### config.mk
export PLATFORM = sky130hd
export DESIGN_NAME = cal_seq_ctrl
export DESIGN_NICKNAME = d
export VERILOG_FILES = /design/src/rtl/cal_seq_pkg.sv /design/src/rtl/cal_step_timer.sv /design/src/rtl/cal_step_plan.sv /design/src/rtl/cal_seq_ctrl.sv
export SDC_FILE = /design/constraint.sdc
export NUM_CORES = 1
export LEC_CHECK = 0
export BUFFER_PORTS_ARGS = -buffer_cell sky130_fd_sc_hd__buf_2
export CORE_UTILIZATION = 35
export CTS_CLUSTER_SIZE = 24
export DETAILED_ROUTE_END_ITERATION = 12
export GPL_ROUTABILITY_DRIVEN = 1
export SLEW_MARGIN = 5
export SYNTH_ARGS = -nofsm -noshare
export SYNTH_HDL_FRONTEND = slang
export SYNTH_SLANG_ARGS = --single-unit
### constraint.sdc
create_clock -name clk -period 4.3 [get_ports clk]
set_input_delay 0.86 -clock clk [delete_from_list [all_inputs] [get_ports clk]]
set_output_delay 0.86 -clock clk [all_outputs]
set_load 0.005 [all_outputs]
### src/rtl/cal_seq_pkg.sv
package cal_seq_pkg;

  typedef enum logic [1:0] {
    ST_NONE = 2'd0,
    ST_DAC  = 2'd1,
    ST_GAIN = 2'd2,
    ST_OFFS = 2'd3
  } step_e;

  localparam int unsigned NUM_STEPS = 3;

  // Ordering rule: which step comes first for a selector code
  function automatic step_e first_of(input logic [1:0] sel);
    case (sel)
      2'b00:   first_of = ST_DAC;
      2'b01:   first_of = ST_GAIN;
      2'b10:   first_of = ST_OFFS;
      default: first_of = ST_GAIN;
    endcase
  endfunction

  // Ordering rule: successor of a step for a selector code
  function automatic step_e after_of(input step_e cur, input logic [1:0] sel);
    case (cur)
      ST_DAC:  after_of = ST_GAIN;
      ST_GAIN: after_of = (sel[1] == 1'b0) ? ST_OFFS : ST_NONE;
      default: after_of = ST_NONE;
    endcase
  endfunction

endpackage

### src/rtl/cal_step_timer.sv
module cal_step_timer #(
  parameter int unsigned CNT_W = 17
) (
  input  logic             clk,
  input  logic             rst,
  input  logic             load,
  input  logic [CNT_W-1:0] load_val,
  output logic             cnt_zero
);

  logic [CNT_W-1:0] cnt_q;

  always_ff @(posedge clk) begin
    if (rst) begin
      cnt_q <= '0;
    end else if (load) begin
      cnt_q <= load_val;
    end else if (cnt_q != '0) begin
      cnt_q <= cnt_q - 1'b1;
    end
  end

  assign cnt_zero = (cnt_q == '0);

  AST_TIMER_HOLDS_ZERO: assert property (@(posedge clk) disable iff (rst)
    (cnt_zero && !load) |=> cnt_zero);

  AST_TIMER_LOADS: assert property (@(posedge clk) disable iff (rst)
    load |=> (cnt_q == $past(load_val)));

endmodule

### src/rtl/cal_step_plan.sv
module cal_step_plan
  import cal_seq_pkg::*;
#(
  parameter int unsigned DAC_CYC  = 97235,
  parameter int unsigned GAIN_CYC = 13889,
  parameter int unsigned OFFS_CYC = 13889,
  parameter int unsigned CNT_W    = 17
) (
  input  logic [1:0]       req_sel,
  input  logic [1:0]       run_sel,
  input  step_e            cur_step,
  output step_e            first_step,
  output logic [CNT_W-1:0] first_len_m1,
  output step_e            next_step,
  output logic [CNT_W-1:0] next_len_m1
);

  function automatic logic [CNT_W-1:0] len_m1(input step_e s);
    case (s)
      ST_DAC:  len_m1 = CNT_W'(DAC_CYC - 1);
      ST_GAIN: len_m1 = CNT_W'(GAIN_CYC - 1);
      ST_OFFS: len_m1 = CNT_W'(OFFS_CYC - 1);
      default: len_m1 = '0;
    endcase
  endfunction

  always_comb begin
    first_step   = first_of(req_sel);
    first_len_m1 = len_m1(first_step);
    next_step    = after_of(cur_step, run_sel);
    next_len_m1  = len_m1(next_step);
  end

endmodule

### src/rtl/cal_seq_ctrl.sv
module cal_seq_ctrl
  import cal_seq_pkg::*;
#(
  parameter int unsigned DAC_CYC  = 97235,
  parameter int unsigned GAIN_CYC = 13889,
  parameter int unsigned OFFS_CYC = 13889
) (
  input  logic       clk,
  input  logic       rst,
  input  logic       start_req,
  input  logic       cal_system,
  input  logic [1:0] cal_sel,
  output logic       start_bit,
  output logic       busy,
  output logic [2:0] step_onehot,
  output logic       step_system,
  output logic       step_go
);

  localparam int unsigned MAX_AB  = (DAC_CYC > GAIN_CYC) ? DAC_CYC : GAIN_CYC;
  localparam int unsigned MAX_CYC = (MAX_AB > OFFS_CYC) ? MAX_AB : OFFS_CYC;
  localparam int unsigned CNT_W   = $clog2(MAX_CYC + 1);

  step_e            step_q;
  logic             cfg_sys_q;
  logic [1:0]       cfg_sel_q;
  logic             start_q;
  logic             go_q;

  step_e            first_step;
  step_e            next_step;
  logic [CNT_W-1:0] first_len_m1;
  logic [CNT_W-1:0] next_len_m1;
  logic             cnt_zero;

  // Named internal events
  logic             accept;
  logic             step_end;
  logic             seq_end;
  logic             tmr_load;
  logic [CNT_W-1:0] tmr_val;

  cal_step_plan #(
    .DAC_CYC (DAC_CYC),
    .GAIN_CYC(GAIN_CYC),
    .OFFS_CYC(OFFS_CYC),
    .CNT_W   (CNT_W)
  ) u_plan (
    .req_sel     (cal_sel),
    .run_sel     (cfg_sel_q),
    .cur_step    (step_q),
    .first_step  (first_step),
    .first_len_m1(first_len_m1),
    .next_step   (next_step),
    .next_len_m1 (next_len_m1)
  );

  assign accept   = (step_q == ST_NONE) && start_req;
  assign step_end = (step_q != ST_NONE) && cnt_zero;
  assign seq_end  = step_end && (next_step == ST_NONE);
  assign tmr_load = accept || (step_end && !seq_end);
  assign tmr_val  = accept ? first_len_m1 : next_len_m1;

  cal_step_timer #(.CNT_W(CNT_W)) u_timer (
    .clk     (clk),
    .rst     (rst),
    .load    (tmr_load),
    .load_val(tmr_val),
    .cnt_zero(cnt_zero)
  );

  always_ff @(posedge clk) begin
    if (rst) begin
      step_q    <= ST_NONE;
      cfg_sys_q <= 1'b0;
      cfg_sel_q <= 2'b00;
      start_q   <= 1'b0;
      go_q      <= 1'b0;
    end else begin
      go_q <= tmr_load;
      if (accept) begin
        step_q    <= first_step;
        cfg_sys_q <= cal_system;
        cfg_sel_q <= cal_sel;
        start_q   <= 1'b1;
      end else if (step_end) begin
        step_q <= next_step;
        if (seq_end) begin
          start_q <= 1'b0;
        end
      end
    end
  end

  genvar gi;
  generate
    for (gi = 0; gi < NUM_STEPS; gi++) begin : g_onehot
      assign step_onehot[gi] = (step_q == step_e'(gi + 1));
    end
  endgenerate

  assign busy        = (step_q != ST_NONE);
  assign start_bit   = start_q;
  assign step_go     = go_q;
  assign step_system = cfg_sys_q && ((step_q == ST_GAIN) || (step_q == ST_OFFS));

  AST_RESET_IDLE: assert property (@(posedge clk)
    rst |=> (!busy && !start_bit && !step_go));

  AST_BUSY_RISES: assert property (@(posedge clk) disable iff (rst)
    (!busy && start_req) |=> (busy && start_bit));

  AST_DAC_THEN_GAIN: assert property (@(posedge clk) disable iff (rst)
    (step_onehot[0] && cnt_zero) |=> step_onehot[1]);

  AST_DAC_NOT_SYSTEM: assert property (@(posedge clk) disable iff (rst)
    step_onehot[0] |-> !step_system);

  AST_START_TRACKS_BUSY: assert property (@(posedge clk) disable iff (rst)
    busy |-> start_bit);

  AST_START_CLEARS: assert property (@(posedge clk) disable iff (rst)
    $fell(busy) |-> !start_bit);

  AST_IGNORE_WHILE_BUSY: assert property (@(posedge clk) disable iff (rst)
    (busy && !cnt_zero) |=> ($stable(step_onehot) && $stable(cfg_sel_q) && $stable(cfg_sys_q)));

  AST_GO_ONLY_BUSY: assert property (@(posedge clk) disable iff (rst)
    step_go |-> busy);

  AST_ONEHOT: assert property (@(posedge clk) disable iff (rst)
    $onehot0(step_onehot));

endmodule

-- Word level (Yosys, flattened, before mapping)
Cells that the tools add are included.
- word-level logic and storage cells: 50
- output and inout bits: 7
- memory bits (writable): 0
- memories kept: 0
- bits in registers: 24
- ROM bits: 0
- input port bits: 6
- latch bits: 0
- reductions and logical operators: 20
- bitwise gates (word level): 0
- eq/ne operators: 10
- mux-type cells: 13
- $lt $le $gt $ge: 0
- add/sub/neg operators: 1
- divide/modulo/power cells: 0
- multiply operators: 0
- shift operators: 0
- operators with widths (cell ; count):
    $pmux W17 S2 ; 2
    $mux W17 ; 3
    $logic_not A17 Y1 ; 1
    $reduce_bool A17 Y1 ; 1
    $sub A17 B1 Y17 const B ; 1
    $eq A2 B2 Y1 const B ; 7
    $pmux W2 S2 ; 2
    $reduce_bool A2 Y1 ; 4
    $eq A2 B1 Y1 const B ; 3
    $logic_not A2 Y1 ; 3
    $mux W2 ; 3
    $logic_and A1 B1 Y1 ; 5
    $reduce_or A2 Y1 ; 2
    $mux W1 ; 3
    $logic_or A1 B1 Y1 ; 2
    $reduce_and A2 Y1 ; 1
    $logic_not A1 Y1 ; 1

-- Longest topological paths before layout
Gate-level depths: netlist (run 1).
- depth in word-level cells: 8
- mapped depth: 8
- depth with buffers taken out: 7

-- By module
A second synthesis (run 1) with hierarchy kept.
- cell total of the unflattened synthesis: 219
- area, all modules: 1880.6 um2
- modules (own cells, without submodules) (module ; cells each ; area an instance (um2) ; seq. area each (um2) ; times used):
    cal_step_timer ; 112 ; 930.9 ; 340.3 ; 1
    cal_seq_ctrl ; 61 ; 628.1 ; 140.1 ; 1
    cal_step_plan ; 46 ; 321.6 ; 0.0 ; 1

-- Worst setup path after synthesis (run 1)
No wires, ideal clock.
- kind: register to register
- start: register u_timer.cnt_q[0]
- end: register u_timer.cnt_q[11]
- arrival: 1.835 ns
- setup time: 0.115 ns
- cell stages (with the launch flop): 9
- period minus slack after synthesis: 1.950 ns
- required time: 4.185 ns
- slack: 2.350 ns
- buffers on the path: 1
- path through: dfxtp_1 inv_1 ha_1 nor4b_1 nand4_1 o31ai_1 buf_2 nor2_1 o21a_1
- word-level cells in the longest chain between the ends: 7
- elaborated cells between the ends (all ways): 11
- those cells by class: 1 x add/sub; 2 x mux; 8 x reduce/logical
- ends and longest elaborated chain (what ; RTL line ; source):
    start, declared ; cal_step_timer.sv:11 ; logic [CNT_W-1:0] cnt_q;
    start signal, assigned ; cal_step_timer.sv:17 ; cnt_q <= load_val;
    start signal, assigned ; cal_step_timer.sv:19 ; cnt_q <= cnt_q - 1'b1;
    branches (longest 7 deep; another with $sub A17 B1 Y17) ; -- ;
Parallel ways; which one is timed is not known. The select of a mux whose other input is x is not followed.
A chain may end at the register's enable or synchronous reset.

-- Final worst setup path (run 1)
- start: register u_timer.cnt_q[0]
- end: register u_timer.cnt_q[14]
Same word-level chain as after synthesis.

==> results.tsv, run 1 <==
metric	value	unit
Placer Congestion	0.845	
post-CTS setup buffers	0	
Pwr Density	844	nW/um^2
Pleak	0.000556	uW
R2R Setup Slk	2.02	ns
max_cap viols	0	
number of port buffers	12	
Tcrit/Tclk final	0.531	
Starting DRT DRC Count	37	
Post-Syn Instances	149	
P_sw	555	uW
YS warnings	0	
hold buffer count at CTS	0	
Mapped Area	1300	sq um
Layout area overhead	11.6	%
r2r startpoint	u_timer.cnt_q[0]	
FF-to-FF End	u_timer.cnt_q[14]	
skew final	0.00147	ns
clock sinks	23	
Period minus WS final	2.28	ns
initial antenna violation count	0	
starting density of the core	0.377	
overall routed net length	2940	microns
# rows	21	
Syn Nets	161	
commonest non-fill, non-tap cell in the layout	dfxtp_1	
flop and latch count out of synthesis	23	
Worst-Margin Slew	0.609	ns
vias in the first global route	1048	
Post-CTS Resized	0	
hpwl dp	2130	microns
routed vias	1117	
Via density	5.40	
Int Pwr	665	uW
CTS clk-pin slew, worst paths	0.09	ns
max incr delay on CP	0.40	ns
gr ovfl total	0	
Final #Nets	174	
TritonCTS Buffers	3	
Critical Path Start Type	register	
R2R cell count	8	
antenna-violating nets left	0	
share of cells above drive strength 1	0.161	
CP max FO	11	
outcome	finished, final reports clean	
H-tree depth	1	
ant diodes	0	
CTS tree	yes	
Core Area	3440	sq um
Hold Fails Final Rpt	0	
Total Die Area	3950	sq um
Cell variety after synth	42	
Max Slew Vio Count	0	
first-pass GRT wire length	4860	microns
upper clock frequency limit	438	MHz
crit path to	u_timer.cnt_q[14]	
Critical Path Source	u_timer.cnt_q[0]	
FILL cells	342	
critical path class	register to register	
clk buf depth	2	
Die Ht	62.9	microns
Root Driver	clkbuf_8	
Final TNS setup	0	ns
Crit-path slowest cell	nand4_1	
Clock Latency Late Sink	0.27	ns
die span in x	62.9	microns
critical path, cell by cell	inv_1 -> ha_1 -> nor4b_1 -> nand4_1 -> o31ai_1 -> buf_4 -> a21oi_1 -> o21a_1	
Clock power frac	0.117	
Sw Share	0.455	
worst ir drop on vdd	0.276	mV
RSZ-0062 raised after global routing	no	
pin count of the biggest net entering global routing	20	
Arrival @ worst endpoint	2.46	ns
# DRC	0	
worst min-delay path class	register to register	
Slew headroom	0.593	
final setup vio count	0	
Avg WL per Cell	14.2	microns
sequential share of power	0.313	
Seq/Total Area, Yosys	0.355	
Mapped Avg Cell Area	8.70	sq um
Gate power share	0.570	
worst path required time	4.48	ns
CP endpoint kind	register	
Total Power	1220	uW
WHS	0.460	ns
all-layer global routing usage	0.157	
Pre-antenna DRT Iters	4	
most frequent cells in the layout	dfxtp_1, a21oi_1, nor2_1, buf_2, xnor2_1	
# IOs	13	
[sequential cells by signal (all words and copies together) (netlist names)]
signal / flops
step_go: 1
cfg_sel_q: 1
cfg_sys_q: 1
start_bit: 1
u_timer.cnt_q: 17
step_q: 2
[power groups by stage]
stage                     clock (uW)  sequential [uW]  combinational [uW]
after CTS                        143              381                 696
final                            143              383                 695
after detailed placement           0              385                 690
after global routing             154              396                 778
after floorplan                    0              365                 557
after global placement             0              383                 677
[stage by stage]
stage | utilization | setup WS [ns] | cell area [sq um] | cells
6_report | 0.420 | 2.02 | 1450 | 207
5_1_grt | 0.420 | 1.75 | 1450 | 207
4_1_cts | 0.420 | 2.05 | 1450 | 207
3_5_place_dp | 0.407 | 2.06 | 1400 | 203
3_3_place_gp | 0.407 | 2.12 | 1400 | 203
2_1_floorplan | - | 2.35 | 1300 | 149
[layout make-up]
class / instances / area, sq um / area share
multi-input cells: 116 / 796 / 0.550
flip-flops and latches: 23 / 460 / 0.318
repair buffers: 13 / 67.6 / 0.0467
well taps: 46 / 57.6 / 0.0398
clock buffers: 3 / 41.3 / 0.0285
inverters: 5 / 18.8 / 0.0130
clock inverters: 1 / 5.00 / 0.00346
[cells by family after synthesis]
logic type	after synthesis	synth area share
AND/OR/NAND/NOR	57	0.258
AO/OA/AOI/OAI	41	0.217
flip-flops	23	0.355
XOR/XNOR	12	0.0811
buffers and inverters	10	0.0309
adder cells (fa/ha/maj)	6	0.0579
[worst min-delay path by stage]
stage | from | to | slack [ns] | depth (start not counted)
4_1_cts | cfg_sel_q[1] | cfg_sel_q[1] | 0.46 | 2
3_3_place_gp | cfg_sel_q[1] | cfg_sel_q[1] | 0.45 | 2
5_1_grt | cfg_sel_q[1] | cfg_sel_q[1] | 0.49 | 2
2_1_floorplan | cfg_sel_q[1] | cfg_sel_q[1] | 0.44 | 2
6_report | cfg_sel_q[1] | cfg_sel_q[1] | 0.46 | 2
3_5_place_dp | cfg_sel_q[1] | cfg_sel_q[1] | 0.45 | 2
[worst max-delay path, delay by kind of cell (launching register included)]
kind                     cells  cell delay, ns
AO/OA/AOI/OAI                3            0.56
adder cells (fa/ha/maj)      1            0.21
buffers and inverters        2            0.36
flip-flops                   1            0.33
AND/OR/NAND/NOR              2            0.72
[cell usage after synthesis (all sizes together)]
library cell | number | share of area
a2111oi | 2 | 0.028
a211o | 1 | 0.0068
a211oi | 4 | 0.023
a21o | 1 | 0.0058
a21oi | 16 | 0.062
a31oi | 1 | 0.0048
and3 | 2 | 0.011
and4 | 1 | 0.0068
buf | 3 | 0.011
clkbuf | 2 | 0.0058
dfxtp | 23 | 0.36
ha | 6 | 0.058
inv | 5 | 0.014
nand2 | 6 | 0.017
nand2b | 2 | 0.0097
nand3 | 3 | 0.012
nand3b | 1 | 0.0058
nand4 | 3 | 0.014
nor2 | 14 | 0.041
nor2b | 1 | 0.0048
nor3 | 7 | 0.031
nor3b | 1 | 0.0058
nor4 | 5 | 0.029
nor4b | 2 | 0.014
o21a | 6 | 0.035
o21ai | 4 | 0.015
o31a | 1 | 0.0068
o31ai | 4 | 0.023
o32ai | 1 | 0.0068
or2 | 2 | 0.0097
or3 | 3 | 0.018
or4 | 4 | 0.029
xnor2 | 11 | 0.074
xor2 | 1 | 0.0068
[per-layer routing]
layer,global-route usage,vias up,share of wire
met4,0.0610,0,0.017
li1,-,578,-
met1,0.204,511,0.48
met2,0.255,23,0.46
met5,0,-,0
met3,0.0310,5,0.041
Note: power is estimated with default switching activity, not from simulation.
==> inputs of run 2 (changes only) <==
clock period = 2 ns   (was 4.3 ns; I/O delays follow)
==> run 2 against run 1 <==
  * Clock skew is essentially flat
  * Worst hold slack worse by 0.076 ns
  * Global-route usage increased by 2.0 points
  * Clock power increased by 100%
  * Die area unchanged
  * First-iteration DRC count down 22%
  * Maximum frequency rose by 17%
  * Final cell count grew 13%
  * Sequential cell count unchanged
  * Critical endpoint is now u_timer.cnt_q[9]
==> results.tsv, run 2 (synthesis gave the netlist of run 1 again) <==
metric	value	unit
crit path to	u_timer.cnt_q[9]	
Layout area overhead	31.8	%
H-tree depth	1	
gr ovfl total	0	
Pre-antenna DRT Iters	4	
# IOs	13	
Slew headroom	0.704	
Pleak	0.000694	uW
worst min-delay path class	input port to register	
Die Ht	62.9	microns
overall routed net length	3370	microns
Starting DRT DRC Count	29	
ant diodes	0	
Core Area	3440	sq um
R2R cell count	6	
CTS tree	yes	
outcome	finished, final reports clean	
RSZ-0062 raised after global routing	yes	
Total Power	3140	uW
max_cap viols	0	
routed vias	1252	
number of port buffers	12	
die span in x	62.9	microns
# rows	21	
FF-to-FF End	u_timer.cnt_q[9]	
Multi-input gate area	858	sq um
Hold Fails Final Rpt	0	
worst path required time	2.19	ns
all-layer global routing usage	0.177	
final setup vio count	0	
worst ir drop on vdd	0.890	mV
r2r startpoint	u_timer.cnt_q[2]	
max FFs per register	17	
commonest non-fill, non-tap cell in the layout	buf_4	
Arrival @ worst endpoint	2.15	ns
critical path class	register to register	
Avg WL per Cell	14.5	microns
Total Die Area	3950	sq um
skew final	0.00156	ns
FILL cells	322	
clock sinks	23	
Max Slew Vio Count	0	
share of cells above drive strength 1	0.337	
most frequent cells in the layout	buf_4, dfxtp_1, a21oi_1, nor2_1, buf_2	
initial antenna violation count	0	
pre-CTS WS	-0.0474	ns
Tcrit/Tclk final	0.977	
hpwl dp	2400	microns
pin count of the biggest net entering global routing	20	
Root Driver	clkbuf_8	
CP endpoint kind	register	
Critical Path Source	u_timer.cnt_q[2]	
Placer Congestion	0.867	
Reg with most FFs	u_timer.cnt_q	
Worst-Margin Slew	0.440	ns
vias in the first global route	1248	
first-pass GRT wire length	5580	microns
Period minus WS final	1.95	ns
Clock Latency Late Sink	0.26	ns
Critical Path Start Type	register	
R2R Setup Slk	0.05	ns
Via density	5.37	
Pwr Density	1840	nW/um^2
top flop regs	u_timer.cnt_q: 17 flops, step_q: 2 flops	
hold buffer count at CTS	0	
clk buf depth	2	
Final #Nets	200	
antenna-violating nets left	0	
CP max FO	7	
# DRC	0	
upper clock frequency limit	512	MHz
register area	465	sq um
placed inst area	1560	sq um
TritonCTS Buffers	3	
final instance area	1710	sq um
Final WS setup	0.0464	ns
CTS clk-pin slew, worst paths	0.08	ns
starting density of the core	0.377	
## run 2: per-stage QoR
| step | setup TNS, ns | hold slack, ns | util | instances |
|---|---|---|---|---|
| after floorplan | 0 | 0.437 | - | 149 |
| after global placement | 0 | 0.446 | 0.453 | 224 |
| after detailed placement | -0.0474 | 0.453 | 0.453 | 224 |
| after CTS | 0 | 0.377 | 0.472 | 230 |
| after global routing | -0.0769 | 0.410 | 0.496 | 233 |
| final | 0 | 0.384 | 0.496 | 233 |
## run 2: area by class of cell
cell class                      instances  share of cell area
Timing Repair Buffer                   39               0.154
Multi-Input combinational cell        116               0.503
Inverter                                5              0.0110
Clock buffer                            4              0.0264
Tap cell                               46              0.0337
Sequential cell                        23               0.273
## run 2: critical path, stage by stage, from the launching register on
cell and delay [ns]:
dfxtp_4 0.38, or4_4 0.50, or3_4 0.41, buf_4 0.15
a211oi_1 0.21, a21oi_1 0.07, a21oi_1 0.16
## run 2: layer usage
| metal | share of wire | GRT usage |
|---|---|---|
| met5 | 0 | 0 |
| met3 | 0.031 | 0.0292 |
| met1 | 0.45 | 0.212 |
| met4 | 0.015 | 0.0785 |
| met2 | 0.50 | 0.308 |
## run 2: where the power goes
part	internal (uW)	total (uW)	switching (uW)
Combinational	1020	2010	990
Sequential	640	842	202
Clock	142	289	147
## run 2: worst min-delay path by stage
stage | startpoint | endpoint | slack, ns | depth (start not counted)
2_1_floorplan | cfg_sel_q[1] | cfg_sel_q[1] | 0.44 | 2
3_3_place_gp | cfg_sel_q[1] | cfg_sel_q[1] | 0.45 | 2
3_5_place_dp | cfg_sys_q | cfg_sys_q | 0.45 | 2
4_1_cts | cal_system | cfg_sys_q | 0.38 | 3
5_1_grt | cal_system | cfg_sys_q | 0.41 | 3
6_report | cal_system | cfg_sys_q | 0.38 | 3
## run 2: repair_timing
| item | in CTS | in global routing |
|---|---|---|
| pin swaps | 1 | 4 |
| endpoints found under the setup margin | 4 | 12 |
| buffers inserted | 2 | 3 |
| gates resized for setup | 1 | 15 |
